### src/rtl/alu_seq_pkg.sv
package alu_seq_pkg;
  typedef enum logic [3:0] {
    OP_NONE, OP_ADD, OP_ADDU, OP_AND, OP_ADDI, OP_ADDIU, OP_ANDI,
    OP_BEQ, OP_BEQL, OP_RSVD
  } op_e;

  localparam logic [5:0] OPC_REG   = 6'b000000;
  localparam logic [5:0] OPC_ADDI  = 6'b001000;
  localparam logic [5:0] OPC_ADDIU = 6'b001001;
  localparam logic [5:0] OPC_ANDI  = 6'b001100;
  localparam logic [5:0] OPC_BEQ   = 6'b000100;
  localparam logic [5:0] OPC_BEQL  = 6'b010100;

  localparam logic [5:0] FN_ADD  = 6'b100000;
  localparam logic [5:0] FN_ADDU = 6'b100001;
  localparam logic [5:0] FN_AND  = 6'b100100;

  function automatic logic op_is_branch(op_e op);
    return (op == OP_BEQ) || (op == OP_BEQL);
  endfunction
endpackage

### src/rtl/alu_seq_decode.sv
module alu_seq_decode
  import alu_seq_pkg::*;
#(
  parameter int DATA_W = 32,
  parameter int RIDX_W = 5
) (
  input  logic [31:0]        instr_i,
  output op_e                op_o,
  output logic [RIDX_W-1:0]  dest_o,
  output logic [DATA_W-1:0]  imm_ext_o
);
  localparam int IMM_W = 16;

  logic [5:0]       opc, fn;
  logic [4:0]       shamt;
  logic [IMM_W-1:0] imm;
  logic             zext;

  assign opc   = instr_i[31:26];
  assign fn    = instr_i[5:0];
  assign shamt = instr_i[10:6];
  assign imm   = instr_i[15:0];

  always_comb begin
    op_o   = OP_NONE;
    dest_o = instr_i[16 +: RIDX_W];
    zext   = 1'b0;
    unique case (opc)
      OPC_REG: begin
        dest_o = instr_i[11 +: RIDX_W];
        if (shamt != '0) op_o = OP_RSVD;
        else begin
          unique case (fn)
            FN_ADD:  op_o = OP_ADD;
            FN_ADDU: op_o = OP_ADDU;
            FN_AND:  op_o = OP_AND;
            default: op_o = OP_RSVD;
          endcase
        end
      end
      OPC_ADDI:  op_o = OP_ADDI;
      OPC_ADDIU: op_o = OP_ADDIU;
      OPC_ANDI: begin
        op_o = OP_ANDI;
        zext = 1'b1;
      end
      OPC_BEQ:   op_o = OP_BEQ;
      OPC_BEQL:  op_o = OP_BEQL;
      default:   op_o = OP_NONE;
    endcase
  end

  generate
    if (DATA_W > IMM_W) begin : g_ext
      assign imm_ext_o = zext ? {{(DATA_W-IMM_W){1'b0}}, imm}
                              : {{(DATA_W-IMM_W){imm[IMM_W-1]}}, imm};
    end else begin : g_trunc
      assign imm_ext_o = imm[DATA_W-1:0];
    end
  endgenerate
endmodule

### src/rtl/alu_seq_exec.sv
module alu_seq_exec
  import alu_seq_pkg::*;
#(
  parameter int DATA_W = 32
) (
  input  op_e               op_i,
  input  logic [DATA_W-1:0] a_i,
  input  logic [DATA_W-1:0] b_i,
  input  logic [DATA_W-1:0] imm_i,
  output logic [DATA_W-1:0] result_o,
  output logic              writes_o,
  output logic              ovf_trap_o,
  output logic              rsvd_o,
  output logic              eq_o
);
  localparam int MSB = DATA_W - 1;

  logic              use_imm, is_and, traps, ovf;
  logic [DATA_W-1:0] opb, sum;

  always_comb begin
    use_imm  = (op_i == OP_ADDI) || (op_i == OP_ADDIU) || (op_i == OP_ANDI);
    is_and   = (op_i == OP_AND)  || (op_i == OP_ANDI);
    traps    = (op_i == OP_ADD)  || (op_i == OP_ADDI);
    writes_o = (op_i == OP_ADD)  || (op_i == OP_ADDU) || (op_i == OP_AND) ||
               use_imm;
    opb      = use_imm ? imm_i : b_i;
    sum      = a_i + opb;
    // signed overflow: like-signed operands, result sign differs
    ovf      = (a_i[MSB] == opb[MSB]) && (sum[MSB] != a_i[MSB]);
    result_o = is_and ? (a_i & opb) : sum;
  end

  assign ovf_trap_o = traps & ovf;
  assign rsvd_o     = (op_i == OP_RSVD);
  assign eq_o       = (a_i == b_i);
endmodule

### src/rtl/alu_seq_pcseq.sv
module alu_seq_pcseq
  import alu_seq_pkg::*;
#(
  parameter int PC_W   = 32,
  parameter int DATA_W = 32
) (
  input  logic              clk_i,
  input  logic              rst_ni,
  input  op_e               op_i,
  input  logic              eq_i,
  input  logic [PC_W-1:0]   pc_i,
  input  logic [DATA_W-1:0] imm_ext_i,
  output logic [PC_W-1:0]   next_pc_o,
  output logic              in_slot_o
);
  localparam logic [PC_W-1:0] STEP  = PC_W'(4);
  localparam logic [PC_W-1:0] SKIP2 = PC_W'(8);

  logic            slot_q, take_q;
  logic [PC_W-1:0] tgt_q;
  logic            br, take, skip, slot_d;
  logic [PC_W-1:0] seq_pc, tgt_d;

  always_comb begin
    seq_pc = pc_i + STEP;
    // branches in a slot are ignored for sequencing
    br     = op_is_branch(op_i) && !slot_q;
    take   = br && eq_i;
    skip   = br && (op_i == OP_BEQL) && !eq_i;
    slot_d = br && !skip;
    tgt_d  = seq_pc + PC_W'({imm_ext_i, 2'b00});
    if (slot_q)    next_pc_o = take_q ? tgt_q : seq_pc;
    else if (skip) next_pc_o = pc_i + SKIP2;
    else           next_pc_o = seq_pc;
  end

  always_ff @(posedge clk_i or negedge rst_ni) begin
    if (!rst_ni) begin
      slot_q <= 1'b0;
      take_q <= 1'b0;
      tgt_q  <= '0;
    end else begin
      slot_q <= slot_d;
      take_q <= take;
      if (br) tgt_q <= tgt_d;
    end
  end

  assign in_slot_o = slot_q;
endmodule

### src/rtl/alu_branch_seq.sv
module alu_branch_seq
  import alu_seq_pkg::*;
#(
  parameter int DATA_W = 32,
  parameter int PC_W   = 32,
  parameter int RIDX_W = 5
) (
  input  logic              clk_i,
  input  logic              rst_ni,
  input  logic [31:0]       instr_i,
  input  logic [PC_W-1:0]   pc_i,
  input  logic [DATA_W-1:0] rs_val_i,
  input  logic [DATA_W-1:0] rt_val_i,
  output logic [DATA_W-1:0] result_o,
  output logic [RIDX_W-1:0] dest_o,
  output logic              wr_en_o,
  output logic              ovf_trap_o,
  output logic              rsvd_o,
  output logic [PC_W-1:0]   next_pc_o,
  output logic              in_slot_o
);
  op_e               op;
  logic [DATA_W-1:0] imm_ext;
  logic              writes, eq;

  alu_seq_decode #(.DATA_W(DATA_W), .RIDX_W(RIDX_W)) u_dec (
    .instr_i   (instr_i),
    .op_o      (op),
    .dest_o    (dest_o),
    .imm_ext_o (imm_ext)
  );

  alu_seq_exec #(.DATA_W(DATA_W)) u_exec (
    .op_i       (op),
    .a_i        (rs_val_i),
    .b_i        (rt_val_i),
    .imm_i      (imm_ext),
    .result_o   (result_o),
    .writes_o   (writes),
    .ovf_trap_o (ovf_trap_o),
    .rsvd_o     (rsvd_o),
    .eq_o       (eq)
  );

  alu_seq_pcseq #(.PC_W(PC_W), .DATA_W(DATA_W)) u_pc (
    .clk_i     (clk_i),
    .rst_ni    (rst_ni),
    .op_i      (op),
    .eq_i      (eq),
    .pc_i      (pc_i),
    .imm_ext_i (imm_ext),
    .next_pc_o (next_pc_o),
    .in_slot_o (in_slot_o)
  );

  assign wr_en_o = writes && !ovf_trap_o && !rsvd_o && (dest_o != '0);
endmodule

### config.mk
export PLATFORM = sky130hd
export DESIGN_NAME = alu_branch_seq
export DESIGN_NICKNAME = d
export VERILOG_FILES = /design/src/rtl/alu_seq_pkg.sv /design/src/rtl/alu_seq_decode.sv /design/src/rtl/alu_seq_exec.sv /design/src/rtl/alu_seq_pcseq.sv /design/src/rtl/alu_branch_seq.sv
export SDC_FILE = /design/constraint.sdc
export NUM_CORES = 1
export LEC_CHECK = 0
export BUFFER_PORTS_ARGS = -buffer_cell sky130_fd_sc_hd__buf_2
export CAP_MARGIN = 10
export CORE_MARGIN = 2
export CORE_UTILIZATION = 51
export CTS_BUF_LIST = sky130_fd_sc_hd__clkbuf_4
export DETAILED_ROUTE_END_ITERATION = 8
export PLACE_DENSITY = 0.85
export SLEW_MARGIN = 20
export SYNTH_ARGS = -nofsm -noshare
export SYNTH_HDL_FRONTEND = slang
export SYNTH_SLANG_ARGS = --single-unit
### constraint.sdc
create_clock -name clk_i -period 4.1 [get_ports clk_i]
set_input_delay 0.41 -clock clk_i [delete_from_list [all_inputs] [get_ports clk_i]]
set_output_delay 0.41 -clock clk_i [all_outputs]
set_load 0.02 [all_outputs]
---- Yosys cells after proc, flatten, opt, wreduce, memory -nomap -nowiden ----
Cells that the tools add are included.
operators by class
  mux-type cells .......................... 11
  equal/unequal tests ..................... 20
  reductions and logical operators ........ 25
  bitwise gates (word level) .............. 2
  add/subtract/negate cells ............... 4
operators by type and width
  cell                                                  number
  2-to-1 mux 32 bit                                     6
  adder 32 bit                                          2
  adder 32 x 3 -> 32 bit (second input constant)        1
  adder 32 x 4 -> 32 bit (second input constant)        1
  AND 32 bit                                            1
  equality test 32 bit                                  1
  case mux 4 bit (6 select lines)                       1
  equality test 6 x 4 -> 1 bit (second input constant)  3
  equality test 6 bit (second input constant)           3
  equality test 4 x 3 -> 1 bit (second input constant)  4
  case mux 4 bit (3 select lines)                       1
  nonzero test 5 bit                                    2
  logical AND 1 bit                                     9
  equality test 4 x 2 -> 1 bit (second input constant)  2
  equality test 4 bit (second input constant)           2
  logical OR 1 bit                                      8
  equality test 6 x 3 -> 1 bit (second input constant)  1
  equality test 6 x 5 -> 1 bit (second input constant)  1
  zero test 6 bit                                       1
  zero test 1 bit                                       5
  2-to-1 mux 5 bit                                      1
  equality test 4 x 1 -> 1 bit (second input constant)  1
  2-to-1 mux 4 bit                                      1
  AND 1 bit                                             1
  3 further kinds                                       3
storage, ports and cells
  bits of input ports ..................... 130
  register bits after elaboration ......... 34
  output and inout port bits .............. 73

---- Logic depth before layout (Yosys ltp) ----
  word-level depth ........................ 16
  depth in mapped cells ................... 18
  mapped depth without buffers ............ 16

---- Cells and area by module ----
Synthesis repeated with hierarchy kept, for this count alone.
second synthesis, totals
  cells, all modules ...................... 1106
  area total of the unflattened synthesis .. 8003.9 um2
by module, submodules not included
  module          instances  area each (um2)  seq. area each (um2)  cells an instance
  alu_seq_pcseq   1          4615.7           850.8                 628
  alu_seq_exec    1          2892.8           0.0                   414
  alu_seq_decode  1          474.2            0.0                   61
  alu_branch_seq  1          21.3             0.0                   3

---- Worst setup path after synthesis ----
Ideal clock, no wire load.
  kind .................................... input -> output
  start point ............................. input instr_i[27]
  end point ............................... output result_o[24]
  slack ................................... -393 ps
  arrival ................................. 4083 ps
  stages .................................. 14
  data required time ...................... 3690 ps
  buffers on the path ..................... 1
  path through ............................ or3_1 a211oi_1 clkbuf_1 nand2_1 nand2_1 ha_1 a21o_1 o2bb2ai_1 o2111a_1 o21a_1 a311oi_1 nor3_1 o31a_1 o31ai_1
between the ends
  word-level cells in the longest chain between the ends .. 8
  elaborated cells between the ends (all ways) .. 20
ends and longest elaborated chain
  element                                               line                                    source
  from (decl)                                           alu_branch_seq.sv:10                    input logic [31:0] instr_i,
  equality test 6 x 5 -> 1 bit (tied with other cells)  alu_seq_decode.sv:28                    unique case (opc)
  case mux 4 bit (6 select lines)                       alu_seq_decode.sv:28
  equality test 4 x 3 -> 1 bit                          alu_seq_exec.sv:22                      use_imm = (op_i == OP_ADDI) || (op_i == OP_ADDIU) || (op_i == OP_ANDI);
  logical OR 1 bit (2 in series)                        alu_seq_exec.sv:22
  2-to-1 mux 32 bit                                     alu_seq_exec.sv:27                      opb = use_imm ? imm_i : b_i;
  adder 32 bit / AND 32 bit (equally long branches)     alu_seq_exec.sv:28, alu_seq_exec.sv:31
  2-to-1 mux 32 bit (*)                                 alu_seq_exec.sv:31                      result_o = is_and ? (a_i & opb) : sum;
  to (decl)                                             alu_branch_seq.sv:14                    output logic [DATA_W-1:0] result_o,
Every way passes the cells marked *; elsewhere a longest branch is shown, timed or not.

---- Worst setup path after layout ----
  start point ............................. input instr_i[31]
  end point ............................... output ovf_trap_o
between the ends
  word-level cells in the longest chain between the ends .. 10
  elaborated cells between the ends (all ways) .. 22
ends and longest elaborated chain
  element                                                 line                                    source
  equality test 6 x 5 -> 1 bit (tied with other cells)    alu_seq_decode.sv:28
  case mux 4 bit (6 select lines)                         alu_seq_decode.sv:28
  equality test 4 x 3 -> 1 bit, on equally long branches  alu_seq_exec.sv:22, alu_seq_exec.sv:24
  logical OR 1 bit (2 in series)                          alu_seq_exec.sv:22
  2-to-1 mux 32 bit                                       alu_seq_exec.sv:27
  adder 32 bit                                            alu_seq_exec.sv:28                      sum = a_i + opb;
  != test 1 bit                                           alu_seq_exec.sv:30                      ovf = (a_i[MSB] == opb[MSB]) && (sum[MSB] != a_i[MSB]);
  logical AND 1 bit                                       alu_seq_exec.sv:30
  AND 1 bit (*)                                           alu_seq_exec.sv:34                      assign ovf_trap_o = traps & ovf;
  to (decl)                                               alu_branch_seq.sv:17                    output logic ovf_trap_o,
Marks and branches as above.

==> flow_summary.ini <==
[pwr]
powerDensity_nw_per_um2 = 223.8
p_leak_nw = 5.073
ir_drop_v = 0.0001735
finalPower_mw = 2.464

[synthesis]
synth_top_family_by_area = simple AND/OR/NAND/NOR gates
synth_seq_cells = 34
post-synth-top-area-fraction = 0.1138
syn_nets = 1276
ys.flop_type = dfrtp_1
ys_async_sr_fraction = 1.000
synth_area_leaders = dfrtp_1 11%, nand2_1 11%, ha_1 11%
synth.area.mux_share = 0.04650
synth_edf_count = 0
synth-xor-area-share = 0.1450
ys_warn_count = 0
synth_cells = 1079
syn_area_um2 = 7480
synth_adder_area_share = 0.1141
synth_compound_area_frac = 0.2636
ys_types = 82
yosysTopAreaCell = dfrtp_1
ys_seq_area_frac = 0.1138
synth_simple_gate_area_share = 0.2728
avgSynthCellArea_um2 = 6.932

[placed_design]
placed_cell_area_um2 = 9958
globalplace.congestion = 1.043
placement.setup.worst_slack_ps = -261.0
io_buffers = 197
place_hpwl_mm = 23.11
placed_cells = 1597

[clock_network]
clockBufferDepth = 2
cts_tree = done
root_buffer = clkbuf_4
cts.htree.levels = 2
clkLatencyLatePin_ps = 390
cts_made_buffers = 5
clkTransAtPathRegs_ps = 150
holdBufCountCts = 0
clock_sinks = 34

[global_route]
grtUsageTotal = 0.3547
grt_max_degree = 43
grt_pass1_wl_mm = 45.84
antenna_found_initial = 3
grt.busiest_layer = met2
grtUsageMet2 = 0.5818
grt_pass1_vias = 9259
met3_usage = 0.07488
use_met1 = 0.4487
overflow = 0

[critical_path]
cp-end-kind = output pin
crit_slowest_cell = or3_4
path_common_cell = buf_6
crit_chain = buf_6 > or3_4 > a211o_4 > buf_6 > nand2_1 > nand2_1 > buf_4 > ha_1 > nand3_2 > a21oi_4 > o311ai_2 > a21oi_2 > a21oi_1 > buf_4 > o211ai_1 > xor2_1 > and2_1 > buf_6
startpoint_type = input port
cp.arrival_ps = 3940
max_stage_delay_ps = 420
crit_fanout = 4
worstSetupPathType = input port to output pin
worstPathRequired_ps = 3690

[sta]
tightestPinTransition_ps = 835.8
fmax_mhz = 230.0
rsz0062_at_grt = true
post-route-period-util = 1.061
fin_setup_tns_ps = -2519
slew_violations = 0
finalWorstSetupSlack_ps = -248.4
final_hold_viol_count = 0
hold_slack_ps = 81.04
worst_clock_skew_ps = 40.45
setup_violations = 20
relSlewSlack = 0.4421
fin_crit_ps = 4348

[layout]
finish.utilization = 0.7633
fin_area_um2 = 11010
drive_gt1_frac = 0.3843
finalNonFillerCells = 1625
syn_to_final_growth_pct = 47.19
fillers = 974
nets = 1635

[route]
drc = 0
drt-initial-drc-count = 976
ant_nets = 0
wl_per_cell_um = 20.41
dr.pass1.iters = 6
num_vias = 10410
wirelength_mm = 33.16
vias_per_cell = 6.406

[worst_hold_path]
hp-class = input port to async pin

[floorplanning]
die_y_um = 125.1
start_util = 0.5186
die_width_um = 125.1
rows = 44
fp.dieArea_um2 = 15650
ios = 203
core_area_um2 = 14420

[flow_run]
max-cap-violations = 0

[outcome]
violations = setup timing
status = finished, violations left
## cell families after synthesis
kind of cell,count (synthesis)
XOR/XNOR,123
multiplexers,33
adder cells (fa/ha/maj),67
flip-flops,34
AND/OR/NAND/NOR,435
AO/OA/AOI/OAI,307
buffers and inverters,80
## placed cells by master, fill, tap and decap left out, types with 11 or more instances in the layout
cell	Yosys	routed
o21ai_1	30	38
a21oi_1	60	43
dfrtp_1	34	34
nand4_1	18	18
nor2_1	63	58
xnor2_1	50	49
inv_1	27	25
nand2_2	0	11
ha_1	65	49
nand3_1	23	20
mux2i_1	19	18
buf_4	1	206
o21ai_0	77	60
xor2_1	72	71
nor4_1	12	11
nor3_1	27	23
buf_2	9	181
a21o_1	27	27
ha_4	0	14
a21oi_2	1	12
nand2_1	217	199
buf_6	2	14
mux2_2	13	13
## synthesized netlist by cell type (3+ instances only)
cell type,number
nand2_1,217
o21ai_0,77
xor2_1,72
ha_1,65
nor2_1,63
a21oi_1,60
xnor2_1,50
clkbuf_1,35
dfrtp_1,34
o21ai_1,30
a21o_1,27
inv_1,27
nor3_1,27
nand3_1,23
mux2i_1,19
nand4_1,18
mux2_2,13
nor4_1,12
a211oi_1,11
a31oi_1,10
nand2b_1,10
or3_1,10
buf_2,9
o211ai_1,9
o21a_1,9
and2_1,8
nor3b_1,8
o31ai_1,8
a221o_1,7
nor2b_1,7
o21bai_1,7
a32oi_1,6
and3_1,6
a211o_1,5
or4_1,5
buf_1,4
o22ai_1,4
o31a_1,4
a221oi_1,3
or2_1,3
## registers in the layout (all words and copies together), names as in the netlist
name            count
u_pc.tgt_q         32
u_pc.in_slot_o      1
u_pc.take_q         1
## per-layer routing
layer | part of all wire | vias to the layer above
met5 | 0.00039 | -
met4 | 0.086 | 2
met3 | 0.12 | 281
met2 | 0.43 | 860
met1 | 0.36 | 4653
li1 | - | 4614
## worst max-delay path, delay by kind of cell
family | cells | cell delay [ps]
AND/OR/NAND/NOR | 5 | 880
adder cells (fa/ha/maj) | 1 | 290
buffers and inverters | 5 | 700
AO/OA/AOI/OAI | 6 | 1480
XOR/XNOR | 1 | 170
## path summary, 6_finish.rpt
check                          startpoint              to  slack (ps)  cells past startpoint
setup / recovery              instr_i[31]      ovf_trap_o        -250                     18
hold / removal                     rst_ni  u_pc.tgt_q[12]          80                      1
max in group asynchronous          rst_ni   u_pc.tgt_q[2]        3490                      1
setup reg to reg           u_pc.in_slot_o  u_pc.tgt_q[17]        1860                      5
min in group clk_i                pc_i[1]   u_pc.tgt_q[1]         260                      2
hold reg to reg             u_pc.tgt_q[8]   u_pc.tgt_q[8]         490                      2
## cell type report
class / instances / area (um^2) / area share
well taps: 184 / 230.2 / 0.02091
diodes: 2 / 5.005 / 0.0004546
multi-input cells: 965 / 7092 / 0.6442
clock buffers: 5 / 37.54 / 0.003409
flip-flops and latches: 34 / 850.8 / 0.07728
clock inverters: 3 / 45.04 / 0.004091
inverters: 29 / 108.9 / 0.009887
repair buffers: 403 / 2640 / 0.2398
## report_power, final
part	switching (mW)	internal, mW	total (mW)
logic	0.965	0.753	1.72
clock network	0.141	0.128	0.268
registers	0.0549	0.423	0.478
## repair_timing
item,in CTS,in global routing
pin swaps,19,40
gates resized for setup,57,123
setup endpoints to repair,19,29
gates cloned,0,1
buffers inserted,5,13
Power figures use the tool's default switching activity.
